## src/rtl/mvf_pkg.sv

```systemverilog
package mvf_pkg;
  typedef struct packed {
    logic clear;
    logic accept;
  } mvf_ctrl_t;

  typedef struct packed {
    logic stop;
  } mvf_stat_t;
endpackage

```

## src/rtl/mvf_datapath.sv

```systemverilog
module mvf_datapath
  import mvf_pkg::*;
#(
  parameter int DATA_W      = 32,
  parameter int NUM_SAMPLES = 100,
  parameter int TABLE_DEPTH = 8,
  localparam int CNT_W      = $clog2(NUM_SAMPLES + 1)
) (
  input  logic              clk,
  input  logic              rstN,
  input  mvf_ctrl_t         ctrl,
  input  logic [DATA_W-1:0] sampleData,
  output mvf_stat_t         stat,
  output logic [DATA_W-1:0] result,
  output logic [CNT_W-1:0]  resultCount,
  output logic [CNT_W-1:0]  discardCount
);
  localparam int IDX_W  = (TABLE_DEPTH > 1) ? $clog2(TABLE_DEPTH) : 1;
  localparam int USED_W = $clog2(TABLE_DEPTH + 1);
  localparam int HALF   = NUM_SAMPLES / 2;

  logic [DATA_W-1:0] valTab [TABLE_DEPTH];
  logic [CNT_W-1:0]  cntTab [TABLE_DEPTH];
  logic [USED_W-1:0] used;
  logic [IDX_W-1:0]  maxIdx;
  logic [CNT_W-1:0]  maxCnt;
  logic [CNT_W-1:0]  smpCnt;
  logic [CNT_W-1:0]  discCnt;

  logic [TABLE_DEPTH-1:0] hitVec;
  logic [IDX_W-1:0]       hitIdx;
  logic [IDX_W-1:0]       slotIdx;
  logic [CNT_W-1:0]       newCnt;
  logic hit, room, takes, better, lastOne;

  // parallel compare against every occupied slot
  for (genvar g = 0; g < TABLE_DEPTH; g++) begin : gCmp
    assign hitVec[g] = (USED_W'(g) < used) && (valTab[g] == sampleData);
  end

  always_comb begin
    hitIdx = '0;
    for (int i = TABLE_DEPTH - 1; i >= 0; i--) begin
      if (hitVec[i]) hitIdx = IDX_W'(i);
    end
  end

  assign hit     = |hitVec;
  assign room    = used < USED_W'(TABLE_DEPTH);
  assign takes   = hit || room;
  assign slotIdx = hit ? hitIdx : used[IDX_W-1:0];
  assign newCnt  = hit ? cntTab[hitIdx] + CNT_W'(1) : CNT_W'(1);
  // strict compare keeps the earlier leader on a tie
  assign better  = takes && (newCnt > maxCnt);
  assign lastOne = smpCnt == CNT_W'(NUM_SAMPLES - 1);
  assign stat.stop = ctrl.accept && (lastOne || (better && newCnt > CNT_W'(HALF)));

  always_ff @(posedge clk or negedge rstN) begin
    if (!rstN) begin
      for (int i = 0; i < TABLE_DEPTH; i++) begin
        valTab[i] <= '0;
        cntTab[i] <= '0;
      end
      used    <= '0;
      maxIdx  <= '0;
      maxCnt  <= '0;
      smpCnt  <= '0;
      discCnt <= '0;
    end else if (ctrl.clear) begin
      used    <= '0;
      maxIdx  <= '0;
      maxCnt  <= '0;
      smpCnt  <= '0;
      discCnt <= '0;
    end else if (ctrl.accept) begin
      smpCnt <= smpCnt + CNT_W'(1);
      if (takes) begin
        valTab[slotIdx] <= sampleData;
        cntTab[slotIdx] <= newCnt;
        if (!hit) used <= used + USED_W'(1);
      end else begin
        discCnt <= discCnt + CNT_W'(1);
      end
      if (better) begin
        maxCnt <= newCnt;
        maxIdx <= slotIdx;
      end
    end
  end

  assign result       = valTab[maxIdx];
  assign resultCount  = maxCnt;
  assign discardCount = discCnt;
endmodule

```

## src/rtl/mvf_control.sv

```systemverilog
module mvf_control
  import mvf_pkg::*;
(
  input  logic      clk,
  input  logic      rstN,
  input  logic      readReq,
  input  logic      sampleValid,
  input  mvf_stat_t stat,
  output mvf_ctrl_t ctrl,
  output logic      sampleReq,
  output logic      busy,
  output logic      done
);
  typedef enum logic [1:0] {ST_IDLE, ST_SAMPLE, ST_DONE} state_t;
  state_t state, stateNext;

  always_comb begin
    ctrl.clear  = (state == ST_IDLE) && readReq;
    ctrl.accept = (state == ST_SAMPLE) && sampleValid;
    stateNext   = state;
    unique case (state)
      ST_IDLE:   if (readReq) stateNext = ST_SAMPLE;
      ST_SAMPLE: if (stat.stop) stateNext = ST_DONE;
      ST_DONE:   stateNext = ST_IDLE;
      default:   stateNext = ST_IDLE;
    endcase
  end

  always_ff @(posedge clk or negedge rstN) begin
    if (!rstN) state <= ST_IDLE;
    else       state <= stateNext;
  end

  assign sampleReq = state == ST_SAMPLE;
  assign busy      = state != ST_IDLE;
  assign done      = state == ST_DONE;
endmodule

```

## src/rtl/majority_read_filter.sv

```systemverilog
module majority_read_filter
  import mvf_pkg::*;
#(
  parameter int DATA_W      = 32,
  parameter int NUM_SAMPLES = 100,
  parameter int TABLE_DEPTH = 8,
  localparam int CNT_W      = $clog2(NUM_SAMPLES + 1)
) (
  input  logic              clk,
  input  logic              rstN,
  input  logic              readReq,
  input  logic              sampleValid,
  input  logic [DATA_W-1:0] sampleData,
  output logic              sampleReq,
  output logic              busy,
  output logic              done,
  output logic [DATA_W-1:0] result,
  output logic [CNT_W-1:0]  resultCount,
  output logic [CNT_W-1:0]  discardCount
);
  mvf_ctrl_t ctrl;
  mvf_stat_t stat;

  mvf_control uCtrl (
    .clk(clk), .rstN(rstN), .readReq(readReq), .sampleValid(sampleValid),
    .stat(stat), .ctrl(ctrl), .sampleReq(sampleReq), .busy(busy), .done(done)
  );

  mvf_datapath #(
    .DATA_W(DATA_W), .NUM_SAMPLES(NUM_SAMPLES), .TABLE_DEPTH(TABLE_DEPTH)
  ) uDp (
    .clk(clk), .rstN(rstN), .ctrl(ctrl), .sampleData(sampleData), .stat(stat),
    .result(result), .resultCount(resultCount), .discardCount(discardCount)
  );
endmodule

```

## config.mk

```make
export PLATFORM = sky130hd
export DESIGN_NAME = majority_read_filter
export DESIGN_NICKNAME = d
export VERILOG_FILES = /design/src/rtl/mvf_pkg.sv /design/src/rtl/mvf_datapath.sv /design/src/rtl/mvf_control.sv /design/src/rtl/majority_read_filter.sv
export SDC_FILE = /design/constraint.sdc
export NUM_CORES = 1
export LEC_CHECK = 0
export ABC_AREA = 0
export BUFFER_PORTS_ARGS = -buffer_cell sky130_fd_sc_hd__buf_4
export CAP_MARGIN = 10
export CORE_MARGIN = 2
export CORE_UTILIZATION = 65
export CTS_BUF_LIST = sky130_fd_sc_hd__clkbuf_2 sky130_fd_sc_hd__clkbuf_4 sky130_fd_sc_hd__clkbuf_8
export DETAILED_ROUTE_END_ITERATION = 10
export PLACE_DENSITY_LB_ADDON = 0.12
export SETUP_SLACK_MARGIN = 0.2
export SLEW_MARGIN = 20
export SYNTH_ARGS = -nofsm -noshare
export SYNTH_HDL_FRONTEND = slang
export SYNTH_SLANG_ARGS = --single-unit
```

## constraint.sdc

```tcl
create_clock -name clk -period 6.69 [get_ports clk]
set_clock_uncertainty 0.1 [all_clocks]
set_input_delay 1.338 -clock clk [delete_from_list [all_inputs] [get_ports clk]]
set_output_delay 1.338 -clock clk [all_outputs]
set_load 0.03 [all_outputs]
```

==> impl_results.md <==
- Initial antenna violation count: 1
- Place WS: -206.9 ps
- DRT Pass-1 Iters: 5
- Max-slew violation count: 0
- Top delay family on crit path: simple AND/OR/NAND/NOR gates
- Arrival @ worst endpoint: 6540 ps
- Core ar.: 0.03035 sq mm
- Max-cap violations: 0
- DR iter-0 viols: approximately 1700
- Slowest-stage cell, CP: or4_4
- Post-DP HPWL: approximately 49000 microns
- Layout cells sized above 1: about a quarter
- Vias in the first global route: 16237
- Fin worst setup slack: roughly 520 ps
- Synth Register Bits: approximately 340
- PortBufs: between 80 and 90
- Global-route wire length before repair: just over 100000 microns
- Clock Latency Late Sink: ~600 ps
- Cell variety after synth: 67
- Clock sink count: between 300 and 400
- Longest Clk Path Bufs: 3
- Worst Tran Pin Value: 1206 ps
- Hold Path Class: register to register
- Synthesized net count: 2078
- Number of synthesized flops with an enable pin: 0
- CTS tree: done
- Routed Antenna Nets: 0
- GR Util All Layers: between 40% and 50%
- Worst path cell trace: buf_4 -> xnor2_1 -> nand4_1 -> or4_4 -> nor4_4 -> nor2_1 -> o21ai_4 -> buf_12 -> mux2i_1 -> mux2i_1 -> mux2i_1 -> nor3_1 -> or3_1 -> inv_1 -> ha_1 -> a21oi_1 -> a21oi_1 -> nand2_1 -> nor3_2 -> buf_4 -> o22ai_4 -> buf_4 -> nor2_2 -> a311oi_1
- Design area: ~0.023 sq mm
- CTS Buf Count: 58
- DRC errors left: 0
- CP startpoint kind: primary input
- Critical Path RT: 7060 ps
- Initial Util: around two thirds
- Slew HR: around a fifth
- Synth Flop Type: dfrtp_1
- Final Util: between 70% and 80%
- Worst-path clk slew: roughly 60 ps
- RSZ-0062 raised after global routing: false
- YS warnings: 0
- Routability Congestion: about 1.0
- Post-Syn Instances: between 2000 and 2500
- VDD IR max: between 0.4 and 0.5 mV
- Final instance count without filler cells: roughly 2600
- Avg WL per Cell: about 27 microns
- WP buf/inv: 5
- CP endpoint kind: register
- Leak pwr: ~10 nW
- H-tree lvl count: 2
- CP Max Fanout: 16
- IO Count: 85
- DP Cell Count: approximately 2500
- Max frequency: about 0.16 GHz
- Die Ht: between 150 and 200 microns
- Final period util: just over 90%
- Final Hold Vio Count: 0
- Chip width: approximately 180 microns
- Setup CP Type: primary input to register
- Syn Area/Cell: 9.809 sq um
- PwrDens: around 480 mW/mm^2
- Status: finished clean
- # setup viols final: 0
- Area grow syn2layout: 13.60%
- Post-layout min period: between 6000 and 7000 ps
- WL final: between 60000 and 70000 microns
- Crit-path max cell delay: 630 ps
- Largest net degree at the start of global routing: 127
- Mapped Area: roughly 0.02 sq mm
- Root Driver: clkbuf_8
- Grt ovf: 0
- Routed vias/inst: ~6.4
- Antenna Cells: 0
- Die area: 0.03207 sq mm
- Synth async-reset ratio: between 90% and 100%
- Vias: about 17000
- Post-synthesis sequential area ratio: a little over two fifths
- Number of nets in the layout: between 2000 and 2500
- Cell Area, Placed: 0.02133 sq mm
- Standard-cell rows: 64
## cells in the mapped netlist, drive strengths merged (19+ instances only)
master | instances | area [sq um]
o21ai | 74 | 385.4
nand3 | 24 | 120.1
inv | 19 | 71.32
mux4 | 66 | 1486
xnor2 | 139 | 1217
clkbuf | 66 | 247.7
mux2i | 38 | 380.4
nor4 | 51 | 352.8
mux2 | 138 | 1554
xor2 | 130 | 1139
dfrtp | 342 | 8558
buf | 89 | 469.2
nand2 | 599 | 2248
nor2 | 46 | 175.2
a21oi | 26 | 133.9
nand4 | 49 | 306.5
## cell families (layout without fill, tap and decap cells)
family / Yosys count / after routing / synth area share (%)
AND/OR/NAND/NOR: 864 / 864 / 19.53
flip-flops: 342 / 342 / 42.96
XOR/XNOR: 269 / 269 / 11.83
multiplexers: 242 / 242 / 17.17
buffers and inverters: 174 / 330 / 3.957
AO/OA/AOI/OAI: 129 / 129 / 3.869
adder cells (fa/ha/maj): 11 / 11 / 0.6908
## cells in the final DEF, fill, tap and decap left out, types with 13 or more instances in the layout
cell type / n
nor3_1: 13
nand2_1: 592
o21ai_0: 67
nand4_1: 49
a21oi_1: 25
nor4_1: 46
dfrtp_1: 339
mux2i_1: 38
nand3_1: 24
xor2_1: 130
buf_4: 197
xnor2_1: 139
mux2_2: 138
clkbuf_4: 21
nor2_1: 45
mux4_2: 66
inv_1: 19
clkbuf_8: 77
## worst reg2reg max path: stages, from the launching register on
cell       delay [ps]
dfrtp_1           490
inv_1             140
ha_1              300
nor2b_1           170
o2111ai_1         260
or3_1             440
or4_1             510
and4_1            220
or3_1             410
buf_4             200
nand2_1            50
o21ai_0            70
buf_4             140
o21ai_1           260
buf_4             170
nand4_1            80
nand3_1           130
inv_1              80
ha_1              310
nand2_1           120
nor3_1            270
o21ai_0           110
nand2_1           120
a21o_2            200
nor2_2             80
a311oi_1          270
## final timing paths
kind,depth (start not counted),end,from,slack [ps]
setup reg to reg,25,uDp.maxIdx[1]$_DFFE_PN0P_,uDp.used[1]$_DFFE_PN0P_,870
min in group asynchronous,1,uDp.smpCnt[4]$_DFFE_PN0P_,rstN,630
setup / recovery,24,uDp.maxIdx[1]$_DFFE_PN0P_,sampleData[18],520
hold / removal,2,uDp.cntTab[31]$_DFFE_PN0P_,uDp.cntTab[31]$_DFFE_PN0P_,380
max in group asynchronous,2,uDp.maxIdx[1]$_DFFE_PN0P_,rstN,4310
hold reg to reg,2,uDp.cntTab[31]$_DFFE_PN0P_,uDp.cntTab[31]$_DFFE_PN0P_,380
## power by group
part,switching [mW],internal (mW)
sequential,0.984,2.86
combinational,2.83,2.19
clock,0.880,1.14
total,4.70,6.20
## state kept, by name, summed over array words and instances (netlist names)
signal / count
uDp.valTab: 256
uDp.cntTab: 56
uDp.discardCount: 7
uDp.resultCount: 7
uDp.smpCnt: 7
uDp.used: 4
uDp.maxIdx: 3
uCtrl.state: 2
## routing by layer
layer,track usage (%),wire length (microns),part of all wire [%]
met2,68.41,31970,46
met4,26.66,4823,7.0
met5,0,16,0.023
met1,57.21,26330,38
met3,9.309,6201,8.9
## area by class of cell
cell class | instances | area [sq um]
fillers | 2097 | 7716
repair buffers | 204 | 1605
multi-input cells | 1515 | 10630
flip-flops and latches | 342 | 8564
well taps | 396 | 495.5
inverters | 19 | 71.32
clock buffers | 98 | 1217
clock inverters | 9 | 51.30
## repair_timing
action | 4_1_cts | 5_1_grt
setup endpoints to repair | 0 | 12
endpoints found under the hold margin | 0 | 0
hold buffers | 0 | 0
buffers inserted | 0 | 0
gates resized for setup | 0 | 7
## through the flow
stage	hold slack, ps	TNS, ps	total power [mW]
after CTS	384.4	0	10.77
after detailed placement	370.2	-1747	8.733
after global routing	401.0	0	11.29
after floorplan	342.2	0	6.712
final	383.2	0	10.90
after global placement	359.4	-666.1	8.584
No activity file was read; power rests on OpenSTA's default activity.
